`src/rtl/irq_level_pkg.sv`:
```
package irq_level_pkg;

  // Strobes from the control path to the datapath.
  typedef struct packed {
    logic latchLevel;   // store summary and identifier this edge
  } ctrlStrobes_t;

endpackage

```
`src/rtl/irq_level_datapath.sv`:
```
module irq_level_datapath
  import irq_level_pkg::*;
#(
  parameter int SW_BASE  = 4,
  parameter int NUM_SW   = 15,
  parameter int EXT_BASE = 20,
  parameter int NUM_EXT  = 11,
  parameter int AST_W    = 4,
  localparam int SUM_W   = EXT_BASE + NUM_EXT,
  localparam int LVL_W   = $clog2(SUM_W)
) (
  input  logic               clk,
  input  logic               rstN,
  input  logic [NUM_SW-1:0]  swReq,
  input  logic [NUM_EXT-1:0] extReq,
  input  logic [LVL_W-1:0]   curLevel,
  input  logic [AST_W-1:0]   astReq,
  input  ctrlStrobes_t       strobes,
  output logic               candWins,
  output logic               astHit,
  output logic [SUM_W-1:0]   intSummary,
  output logic [LVL_W-1:0]   intId
);

  logic [SUM_W-1:0] pendMask;
  logic [LVL_W-1:0] swLevel;
  logic [LVL_W-1:0] extLevel;
  logic [LVL_W-1:0] bestLevel;

  // Place each request bit at its summary position.
  genvar g;
  generate
    for (g = 0; g < SUM_W; g++) begin : g_mask
      if (g >= SW_BASE && g < SW_BASE + NUM_SW) begin : g_sw
        assign pendMask[g] = swReq[g - SW_BASE];
      end else if (g >= EXT_BASE) begin : g_ext
        assign pendMask[g] = extReq[g - EXT_BASE];
      end else begin : g_none
        assign pendMask[g] = 1'b0;
      end
    end
  endgenerate

  // Highest software level: a later (higher) bit overrides an earlier one.
  always_comb begin
    swLevel = '0;
    for (int k = 0; k < NUM_SW; k++) begin
      if (swReq[k]) swLevel = LVL_W'(k + 1);
    end
  end

  // Highest external level.
  always_comb begin
    extLevel = '0;
    for (int k = 0; k < NUM_EXT; k++) begin
      if (extReq[k]) extLevel = LVL_W'(EXT_BASE + k);
    end
  end

  // External levels sit above all software levels, so any external wins.
  assign bestLevel = (extLevel != '0) ? extLevel : swLevel;
  assign candWins  = (bestLevel != '0) && (bestLevel > curLevel);
  assign astHit    = (astReq != '0);

  always_ff @(posedge clk) begin
    if (!rstN) begin
      intSummary <= '0;
      intId      <= '0;
    end else if (strobes.latchLevel) begin
      intSummary <= pendMask;
      intId      <= bestLevel;
    end
  end

  // the latched registers move only on a latch strobe.
  assert_hold_R5: assert property (@(posedge clk) disable iff (!rstN)
    !strobes.latchLevel |=> ($stable(intId) && $stable(intSummary)));

  // a latch never stores level zero.
  assert_nonzero_latch_R4: assert property (@(posedge clk) disable iff (!rstN)
    strobes.latchLevel |=> (intId != '0));

endmodule

```
`src/rtl/irq_level_ctrl.sv`:
```
module irq_level_ctrl
  import irq_level_pkg::*;
(
  input  logic         clk,
  input  logic         rstN,
  input  logic         checkStrobe,
  input  logic         rearm,
  input  logic         candWins,
  input  logic         astHit,
  output ctrlStrobes_t strobes,
  output logic         trapReq,
  output logic         astError
);

  logic armQ;
  logic evalNow;
  logic takeTrap;

  assign evalNow  = checkStrobe && armQ;
  assign takeTrap = evalNow && candWins && !astHit;
  assign strobes.latchLevel = takeTrap;

  always_ff @(posedge clk) begin
    if (!rstN) begin
      armQ     <= 1'b1;
      trapReq  <= 1'b0;
      astError <= 1'b0;
    end else begin
      armQ     <= rearm || (armQ && !checkStrobe);
      trapReq  <= takeTrap;
      astError <= evalNow && astHit;
    end
  end

  // a trap follows a cycle with the check strobe present.
  assert_trap_needs_check_R7: assert property (@(posedge clk) disable iff (!rstN)
    trapReq |-> $past(checkStrobe));

  // the error flag follows a nonzero asynchronous request.
  assert_ast_cause_R8: assert property (@(posedge clk) disable iff (!rstN)
    astError |-> $past(astHit));

endmodule

```
`src/rtl/irq_level_resolver.sv`:
```
module irq_level_resolver
  import irq_level_pkg::*;
#(
  parameter int SW_BASE  = 4,
  parameter int NUM_SW   = 15,
  parameter int EXT_BASE = 20,
  parameter int NUM_EXT  = 11,
  parameter int AST_W    = 4,
  localparam int SUM_W   = EXT_BASE + NUM_EXT,
  localparam int LVL_W   = $clog2(SUM_W)
) (
  input  logic               clk,
  input  logic               rstN,
  input  logic [NUM_SW-1:0]  swReq,
  input  logic [NUM_EXT-1:0] extReq,
  input  logic [LVL_W-1:0]   curLevel,
  input  logic [AST_W-1:0]   astReq,
  input  logic               checkStrobe,
  input  logic               rearm,
  output logic               trapReq,
  output logic               astError,
  output logic [SUM_W-1:0]   intSummary,
  output logic [LVL_W-1:0]   intId
);

  ctrlStrobes_t strobes;
  logic         candWins;
  logic         astHit;

  irq_level_datapath #(
    .SW_BASE(SW_BASE), .NUM_SW(NUM_SW), .EXT_BASE(EXT_BASE),
    .NUM_EXT(NUM_EXT), .AST_W(AST_W)
  ) dataPath (
    .clk(clk), .rstN(rstN), .swReq(swReq), .extReq(extReq),
    .curLevel(curLevel), .astReq(astReq), .strobes(strobes),
    .candWins(candWins), .astHit(astHit),
    .intSummary(intSummary), .intId(intId)
  );

  irq_level_ctrl ctrlPath (
    .clk(clk), .rstN(rstN), .checkStrobe(checkStrobe), .rearm(rearm),
    .candWins(candWins), .astHit(astHit), .strobes(strobes),
    .trapReq(trapReq), .astError(astError)
  );

  // a trapped level is strictly above the level seen at evaluation.
  assert_id_above_R5: assert property (@(posedge clk) disable iff (!rstN)
    trapReq |-> (intId > $past(curLevel)));

  // error and trap never coincide.
  assert_ast_excl_R8: assert property (@(posedge clk) disable iff (!rstN)
    astError |-> !trapReq);

  // an external winner has its own bit set in the summary.
  assert_ext_bit_R3: assert property (@(posedge clk) disable iff (!rstN)
    (trapReq && (int'(intId) >= EXT_BASE)) |-> intSummary[intId]);

endmodule

```
`config.mk`:
```
export PLATFORM = sky130hd
export DESIGN_NAME = irq_level_resolver
export DESIGN_NICKNAME = d
export VERILOG_FILES = /design/src/rtl/irq_level_pkg.sv /design/src/rtl/irq_level_datapath.sv /design/src/rtl/irq_level_ctrl.sv /design/src/rtl/irq_level_resolver.sv
export SDC_FILE = /design/constraint.sdc
export NUM_CORES = 1
export LEC_CHECK = 0
export BUFFER_PORTS_ARGS = -buffer_cell sky130_fd_sc_hd__buf_2
export CORE_ASPECT_RATIO = 1.2
export CORE_MARGIN = 4
export CORE_UTILIZATION = 40
export DETAILED_ROUTE_END_ITERATION = 10
export PLACE_DENSITY = 0.69
export SETUP_SLACK_MARGIN = 0.02
export SLEW_MARGIN = 10
export SYNTH_ARGS = -nofsm -noshare
export SYNTH_HDL_FRONTEND = slang
export SYNTH_SLANG_ARGS = --single-unit
```
`constraint.sdc`:
```
create_clock -name clk -period 3.7 [get_ports clk]
set_clock_uncertainty 0.05 [all_clocks]
set_input_delay 0.74 -clock clk [delete_from_list [all_inputs] [get_ports clk]]
set_output_delay 0.74 -clock clk [all_outputs]
set_load 0.03 [all_outputs]
```
==> run_summary.xml, run 1 <==
<?xml version="1.0" encoding="UTF-8"?>
<metrics>
  <group name="outcome">
    <metric name="run_status" unit="">completed</metric>
  </group>
  <group name="power_and_ir_drop">
    <metric name="p_per_area" unit="nW/um^2">322</metric>
    <metric name="power.clock.fraction" unit="">0.351</metric>
    <metric name="p_sw" unit="uW">197</metric>
    <metric name="peakVddDrop" unit="mV">0.223</metric>
    <metric name="power.switching_fraction" unit="">0.268</metric>
    <metric name="pwr-share-seq" unit="">0.508</metric>
    <metric name="cellInternalPower" unit="uW">537</metric>
    <metric name="pwr-share-comb" unit="">0.141</metric>
    <metric name="cellLeakagePower" unit="nW">0.970</metric>
  </group>
  <group name="routing">
    <metric name="route.detailed.drc" unit="">0</metric>
    <metric name="postRouteWirelength" unit="um">4890</metric>
    <metric name="drt.antenna.violating_nets" unit="">0</metric>
    <metric name="drt_first_pass_iters" unit="">4</metric>
    <metric name="vias" unit="">1834</metric>
    <metric name="count_of_routing_violations_after_the_opening_detailed_route_iteration" unit="">80</metric>
    <metric name="wire_per_inst" unit="um">13.9</metric>
    <metric name="routed_via_density" unit="">5.21</metric>
  </group>
  <group name="cts">
    <metric name="clockBufferDepth" unit="">2</metric>
    <metric name="post_cts_repair_setup_buffers" unit="">0</metric>
    <metric name="cts-root-buf" unit="">clkbuf_8</metric>
    <metric name="worstSkewPairLatency" unit="ps">280</metric>
    <metric name="number_of_gates_resized_after_cts" unit="">0</metric>
    <metric name="clock_transition_at_the_register_clock_pins_on_the_worst_setup_and_hold_paths_after_cts" unit="ps">70</metric>
    <metric name="clock_sinks" unit="">34</metric>
    <metric name="htreeDepth" unit="">2</metric>
    <metric name="cts_tree" unit="">done</metric>
    <metric name="post_cts_hold_buffer_count" unit="">0</metric>
    <metric name="cts_made_buffers" unit="">5</metric>
  </group>
  <group name="placed_design">
    <metric name="post_dp_cell_area" unit="um^2">2200</metric>
    <metric name="place_inst" unit="">345</metric>
    <metric name="port_buffers" unit="">71</metric>
    <metric name="detailed_place_hpwl" unit="um">3670</metric>
    <metric name="finalWeightedCongestion" unit="">0.828</metric>
  </group>
  <group name="synth">
    <metric name="cells_after_synthesis" unit="">227</metric>
    <metric name="post_synth_and_or_nand_nor_area_fraction" unit="">0.228</metric>
    <metric name="synth-adder-area-share" unit="">0.0345</metric>
    <metric name="ys_top_cells_by_area" unit="">dfxtp_1 (38%), a21oi_1 (10%), nand3_1 (8.3%)</metric>
    <metric name="synthFlopType" unit="">dfxtp_1</metric>
    <metric name="muxShareOfSynthArea" unit="">0</metric>
    <metric name="synth_area_leader_cell" unit="">dfxtp_1</metric>
    <metric name="ys_warn_count" unit="">0</metric>
    <metric name="synth_compound_area_frac" unit="">0.268</metric>
    <metric name="avgSynthCellArea" unit="um^2">7.99</metric>
    <metric name="combinational_family_with_the_most_area_after_synthesis" unit="">compound AO/OA/AOI/OAI gates</metric>
    <metric name="ys_seq_elements" unit="">34</metric>
    <metric name="synth-edff-count" unit="">0</metric>
    <metric name="post_synth_instance_area" unit="um^2">1810</metric>
    <metric name="synth-seq-area-share" unit="">0.375</metric>
    <metric name="async_flop_share" unit="">0</metric>
    <metric name="synth_xor_xnor_area_share" unit="">0</metric>
    <metric name="top_cell_type_s_share_of_synthesized_area" unit="">0.375</metric>
    <metric name="synth_cell_types" unit="">40</metric>
  </group>
  <group name="worst_setup_path">
    <metric name="cp.arrival" unit="ps">3170</metric>
    <metric name="path_type_of_the_worst_setup_path" unit="">input port to flip-flop</metric>
    <metric name="crit_path_max_fanout" unit="">31</metric>
    <metric name="worst_path_dominant_cell_family" unit="">compound AO/OA/AOI/OAI gates</metric>
    <metric name="required" unit="ps">3780</metric>
    <metric name="worstPathBufferInverterCount" unit="">3</metric>
    <metric name="endpoint_kind" unit="">flip-flop</metric>
    <metric name="critical-path-top-cell-by-count" unit="">nor3_1</metric>
    <metric name="timing.critical_path.slowest_stage_cell" unit="">o31ai_1</metric>
    <metric name="cp_cell_sequence" unit="">buf_2, nor3_1, nand3_2, o31ai_1, ha_1, nor2b_1, o21a_1, o311ai_4, inv_1, buf_4, a21oi_1, nor3_1</metric>
    <metric name="delay_contributed_by_the_slowest_stage_of_the_critical_path" unit="ps">370</metric>
    <metric name="worst_setup_path_start_kind" unit="">input port</metric>
  </group>
  <group name="global_route">
    <metric name="grt_remaining_overflow" unit="">0</metric>
    <metric name="groute.usage.overall" unit="">0.174</metric>
    <metric name="number_of_antenna_violations_at_the_first_check_in_global_routing" unit="">0</metric>
    <metric name="grt_pass1_wl" unit="um">7970</metric>
    <metric name="grt_start_max_net_pins" unit="">34</metric>
    <metric name="grt_pass1_vias" unit="">1748</metric>
  </group>
  <group name="final_layout">
    <metric name="fin_nets" unit="">340</metric>
    <metric name="multi_input_area" unit="um^2">998</metric>
    <metric name="stdcell_count" unit="">352</metric>
    <metric name="post_route_standard_cell_area_excluding_fillers" unit="um^2">2280</metric>
    <metric name="layout-area-overhead-vs-synth" unit="%">25.7</metric>
    <metric name="post_route_cells_drive_above_1_share" unit="">0.314</metric>
    <metric name="layout_commonest_cell" unit="">buf_2</metric>
    <metric name="postLayoutCoreUtil" unit="">0.527</metric>
    <metric name="num-fill-cells" unit="">459</metric>
    <metric name="most-common-layout-cells" unit="">buf_2 (71), a21oi_1 (37), dfxtp_1 (34)</metric>
    <metric name="antenna_cells_inserted" unit="">0</metric>
    <metric name="register_area" unit="um^2">681</metric>
  </group>
  <group name="floorplanning">
    <metric name="num_rows" unit="">26</metric>
    <metric name="start_util" unit="">0.419</metric>
    <metric name="chipWidth" unit="um">69.5</metric>
    <metric name="ios" unit="">77</metric>
    <metric name="core_region_area" unit="um^2">4330</metric>
    <metric name="chip_height" unit="um">81.8</metric>
    <metric name="die_area" unit="um^2">5680</metric>
  </group>
  <group name="sta">
    <metric name="rsz0062_at_grt" unit="">false</metric>
    <metric name="summed_negative_setup_slack_over_all_endpoints" unit="ps">0</metric>
    <metric name="setup-violations-final" unit="">0</metric>
    <metric name="post-route-period-util" unit="">0.837</metric>
    <metric name="hold_violation_count_in_the_final_report" unit="">0</metric>
    <metric name="max_slew.worst_pin.slew" unit="ps">1000</metric>
    <metric name="slew-limit-headroom" unit="">0.331</metric>
    <metric name="timing.final.crit_period" unit="ps">3100</metric>
    <metric name="timing.final.max_slew_violations" unit="">0</metric>
    <metric name="fmax" unit="MHz">323</metric>
  </group>
  <group name="min_path">
    <metric name="hold_path.class" unit="">flip-flop to flip-flop</metric>
  </group>
  <group name="job">
    <metric name="max_cap_viol_count" unit="">0</metric>
  </group>
</metrics>
-- worst register-to-register path, stage by stage, from the launching register on --
cell and delay, ps:
dfxtp_1 350, and3_1 220, o311ai_4 120, inv_1 70, buf_4 300, a21oi_1 110, nor3_1 200
-- final timing paths --
path / startpoint / endpoint / slack, ps / cells past startpoint
setup / recovery: extReq[10] / dataPath.intId[2]$_SDFFE_PN0P_ / 600 / 12
hold / removal: ctrlPath.armQ$_SDFF_PN1_ / ctrlPath.astError$_SDFF_PN0_ / 420 / 2
setup reg to reg: ctrlPath.armQ$_SDFF_PN1_ / dataPath.intId[2]$_SDFFE_PN0P_ / 2210 / 6
hold reg to reg: ctrlPath.armQ$_SDFF_PN1_ / ctrlPath.astError$_SDFF_PN0_ / 420 / 2
-- stage by stage --
stage / hold slack (ps) / worst slack (ps) / power, mW
6_report: 418 / 603 / 0.733
5_1_grt: 443 / 406 / 0.766
4_1_cts: 424 / 617 / 0.740
3_5_place_dp: 420 / 310 / 0.484
3_3_place_gp: 414 / 375 / 0.483
2_1_floorplan: 381 / 300 / 0.438
-- synthesized netlist by cell type, types with 2 or more instances --
cell type and instances:
and3_1 2, nor4_1 2, buf_4 8, o21ai_0 2
o21ai_1 26, clkbuf_1 8, nor2b_1 2, ha_1 5
a21oi_1 37, inv_1 12, buf_6 2, nand2_1 8
nor3_1 9, nor4_4 3, nor2_1 12, nand3_1 30
o31ai_1 3, dfxtp_1 34
-- area by class of cell --
cell class | instances | share of cell area
Sequential cell | 34 | 0.299
Inverter | 12 | 0.0198
Timing Repair Buffer | 78 | 0.179
Tap cell | 56 | 0.0308
Clock buffer | 7 | 0.0335
Multi-Input combinational cell | 165 | 0.438
-- power by group through the flow --
| stage | combinational, mW | sequential [mW] | clock, mW |
|---|---|---|---|
| finish | 0.103 | 0.373 | 0.257 |
| global route | 0.114 | 0.373 | 0.279 |
| CTS | 0.103 | 0.373 | 0.264 |
| detailed placement | 0.103 | 0.381 | 0 |
| global placement | 0.102 | 0.381 | 0 |
| floorplan | 0.0489 | 0.389 | 0 |
-- layer usage --
layer | wire length [um] | GRT usage
met5 | 0 | 0
met4 | 92 | 0.0742
met3 | 333 | 0.0490
met2 | 2380 | 0.296
met1 | 2080 | 0.207
-- state kept, by name (all words and copies together) (netlist names) --
signal	count
dataPath.intSummary	26
ctrlPath.astError	1
ctrlPath.armQ	1
ctrlPath.trapReq	1
dataPath.intId	5
-- cells by family (layout without fill, tap and decap cells) --
group / after synthesis / in the layout
AO/OA/AOI/OAI: 82 / 82
adder cells (fa/ha/maj): 5 / 5
buffers and inverters: 32 / 97
flip-flops: 34 / 34
other: 1 / 5
AND/OR/NAND/NOR: 73 / 73
No activity file was read; power rests on OpenSTA's default activity.
==> inputs of run 2 (changes only) <==
==> constraint.sdc (replaced) <==
create_clock -name clk -period 3 [get_ports clk]
set_clock_uncertainty 0.05 [all_clocks]
set_input_delay 0.6 -clock clk [delete_from_list [all_inputs] [get_ports clk]]
set_output_delay 0.6 -clock clk [all_outputs]
set_load 0.03 [all_outputs]
==> run 2 against run 1 <==
Effect of this change:
- worst setup slack got worse by 380 ps
- routed wire length up 3.5%
- register-to-register slack worse by 550 ps
- global-route usage up 1.0 points
- largest power group unchanged
==> run_summary.xml, run 2 (synthesis results as in run 1) <==
<?xml version="1.0" encoding="UTF-8"?>
<metrics>
  <group name="outcome">
    <metric name="run_status" unit="">completed</metric>
  </group>
  <group name="worst_setup_path">
    <metric name="cp_cell_sequence" unit="">buf_2, or4_1, a21oi_2, o31ai_4, ha_1, nor2b_1, o21a_1, o311ai_4, inv_1, buf_4, a21oi_1, nor3_1</metric>
    <metric name="cp.arrival" unit="ps">2890</metric>
    <metric name="worst-r2r-setup-slack" unit="ps">1660</metric>
    <metric name="required" unit="ps">3110</metric>
    <metric name="worst_setup_path_start_kind" unit="">input port</metric>
    <metric name="worst_path_dominant_cell_family" unit="">compound AO/OA/AOI/OAI gates</metric>
    <metric name="path_type_of_the_worst_setup_path" unit="">input port to flip-flop</metric>
    <metric name="endpoint_kind" unit="">flip-flop</metric>
    <metric name="timing.critical_path.slowest_stage_cell" unit="">or4_1</metric>
    <metric name="delay_contributed_by_the_slowest_stage_of_the_critical_path" unit="ps">540</metric>
    <metric name="crit_path_max_fanout" unit="">9</metric>
    <metric name="worstPathBufferInverterCount" unit="">3</metric>
  </group>
  <group name="global_route">
    <metric name="grt_pass1_vias" unit="">1912</metric>
    <metric name="grtUsageMet3" unit="">0.0465</metric>
    <metric name="grt_remaining_overflow" unit="">0</metric>
    <metric name="grt_util_met2" unit="">0.328</metric>
    <metric name="grt-busiest-layer" unit="">met2</metric>
    <metric name="grt_start_max_net_pins" unit="">33</metric>
    <metric name="number_of_antenna_violations_at_the_first_check_in_global_routing" unit="">0</metric>
    <metric name="met1_usage" unit="">0.209</metric>
    <metric name="grt_pass1_wl" unit="um">8460</metric>
    <metric name="groute.usage.overall" unit="">0.184</metric>
  </group>
  <group name="sta">
    <metric name="fmax" unit="MHz">360</metric>
    <metric name="slew-limit-headroom" unit="">0.606</metric>
    <metric name="rsz0062_at_grt" unit="">false</metric>
    <metric name="hold_violation_count_in_the_final_report" unit="">0</metric>
    <metric name="timing.final.max_slew_violations" unit="">0</metric>
    <metric name="timing.final.crit_period" unit="ps">2780</metric>
    <metric name="setup-violations-final" unit="">0</metric>
    <metric name="post-route-period-util" unit="">0.926</metric>
    <metric name="max_slew.worst_pin.slew" unit="ps">591</metric>
  </group>
  <group name="floorplanning">
    <metric name="ios" unit="">77</metric>
    <metric name="start_util" unit="">0.419</metric>
    <metric name="chip_height" unit="um">81.8</metric>
    <metric name="num_rows" unit="">26</metric>
    <metric name="chipWidth" unit="um">69.5</metric>
    <metric name="die_area" unit="um^2">5680</metric>
    <metric name="core_region_area" unit="um^2">4330</metric>
  </group>
  <group name="min_path">
    <metric name="hold_path.class" unit="">flip-flop to flip-flop</metric>
  </group>
  <group name="routing">
    <metric name="vias" unit="">1991</metric>
    <metric name="routed_via_density" unit="">5.21</metric>
    <metric name="postRouteWirelength" unit="um">5060</metric>
    <metric name="route.detailed.drc" unit="">0</metric>
    <metric name="count_of_routing_violations_after_the_opening_detailed_route_iteration" unit="">107</metric>
    <metric name="wire_per_inst" unit="um">13.2</metric>
    <metric name="drt.antenna.violating_nets" unit="">0</metric>
    <metric name="drt_first_pass_iters" unit="">4</metric>
  </group>
  <group name="placed_design">
    <metric name="port_buffers" unit="">71</metric>
    <metric name="detailed_place_hpwl" unit="um">3980</metric>
    <metric name="finalWeightedCongestion" unit="">0.892</metric>
    <metric name="place_inst" unit="">374</metric>
  </group>
  <group name="final_layout">
    <metric name="most-common-layout-cells" unit="">buf_2 (71), buf_4 (36), a21oi_1 (35)</metric>
    <metric name="stdcell_count" unit="">382</metric>
    <metric name="flip_flop_count_of_the_largest_register_after_layout" unit="">26</metric>
    <metric name="largest_register" unit="">dataPath.intSummary</metric>
    <metric name="post_route_cells_drive_above_1_share" unit="">0.396</metric>
    <metric name="layout-area-overhead-vs-synth" unit="%">41.4</metric>
    <metric name="num-fill-cells" unit="">406</metric>
    <metric name="fin_nets" unit="">369</metric>
    <metric name="leading_registers_by_flop_count" unit="">dataPath.intSummary: 26 flops, dataPath.intId: 5 flops</metric>
    <metric name="antenna_cells_inserted" unit="">0</metric>
    <metric name="postLayoutCoreUtil" unit="">0.593</metric>
    <metric name="layout_commonest_cell" unit="">buf_2</metric>
  </group>
  <group name="power_and_ir_drop">
    <metric name="peakVddDrop" unit="mV">0.194</metric>
    <metric name="cellLeakagePower" unit="nW">1.13</metric>
    <metric name="design_power_total" unit="mW">1.03</metric>
    <metric name="p_per_area" unit="nW/um^2">401</metric>
  </group>
  <group name="cts">
    <metric name="clockBufferDepth" unit="">2</metric>
    <metric name="clock_transition_at_the_register_clock_pins_on_the_worst_setup_and_hold_paths_after_cts" unit="ps">70</metric>
    <metric name="cts-root-buf" unit="">clkbuf_8</metric>
    <metric name="cts_made_buffers" unit="">5</metric>
    <metric name="post_cts_repair_setup_buffers" unit="">0</metric>
    <metric name="htreeDepth" unit="">2</metric>
    <metric name="clock_sinks" unit="">34</metric>
    <metric name="cts_tree" unit="">done</metric>
    <metric name="worstSkewPairLatency" unit="ps">290</metric>
  </group>
  <group name="job">
    <metric name="max_cap_viol_count" unit="">0</metric>
  </group>
</metrics>
run 2: cell types whose count changed in the layout (fill, tap and decap cells not counted):
cell / before / now
a21oi_1: 37 / 35
a21oi_2: 0 / 2
buf_4: 7 / 36
o21ai_1: 26 / 27
o31ai_4: 0 / 2
clkinv_2: 0 / 2
clkbuf_1: 2 / 0
o31ai_1: 3 / 1
bufinv_16: 0 / 1
o21ai_0: 2 / 1
run 2: path summary, 6_finish.rpt:
check	depth (start not counted)	from	to
worst min register to register	2	ctrlPath.armQ$_SDFF_PN1_	ctrlPath.astError$_SDFF_PN0_
worst min-delay path	2	ctrlPath.armQ$_SDFF_PN1_	ctrlPath.astError$_SDFF_PN0_
worst max register to register	6	ctrlPath.armQ$_SDFF_PN1_	dataPath.intId[2]$_SDFFE_PN0P_
worst max-delay path	12	swReq[13]	dataPath.intId[2]$_SDFFE_PN0P_
run 2: cell type report:
class / instances / area, um^2 / share of cell area
Clock inverter: 3 / 40.0 / 0.0156
Timing Repair Buffer: 107 / 626 / 0.244
Clock buffer: 5 / 68.8 / 0.0268
Tap cell: 56 / 70.1 / 0.0273
Sequential cell: 34 / 681 / 0.265
Multi-Input combinational cell: 165 / 1030 / 0.403
Inverter: 12 / 45.0 / 0.0176
run 2: through the flow:
| stage | TNS, ps | cell area [um^2] | setup WS (ps) | hold WS [ps] |
|---|---|---|---|---|
| 2_1_floorplan | 0 | 1860 | 43.5 | 381 |
| 3_3_place_gp | -2640 | 2430 | -116 | 402 |
| 3_5_place_dp | -4090 | 2430 | -180 | 399 |
| 4_1_cts | 0 | 2540 | 130 | 409 |
| 5_1_grt | 0 | 2560 | 35.1 | 442 |
| 6_report | 0 | 2560 | 221 | 404 |
run 2: power breakdown:
part	total, mW	internal (mW)	switching, mW	leakage (nW)
Sequential	0.459	0.457	0.00241	0.275
Combinational	0.156	0.0666	0.0896	0.800
Clock	0.413	0.244	0.169	0.0579
run 2: worst register-to-register path, stage by stage (launching register included):
cell      delay, ps
dfxtp_1         340
and3_1          210
o311ai_4        110
inv_1           100
buf_4           170
a21oi_1          70
nor3_1          200
run 2: timing repair:
item,in CTS,in global routing
hold buffers,0,0
gates resized for setup,0,5
setup endpoints to repair,0,10
run 2: per-layer routing:
metal | share of wire | up-vias
met4 | 0.021 | 0
li1 | - | 1003
met3 | 0.067 | 9
met1 | 0.40 | 919
met2 | 0.52 | 60
met5 | 0 | -
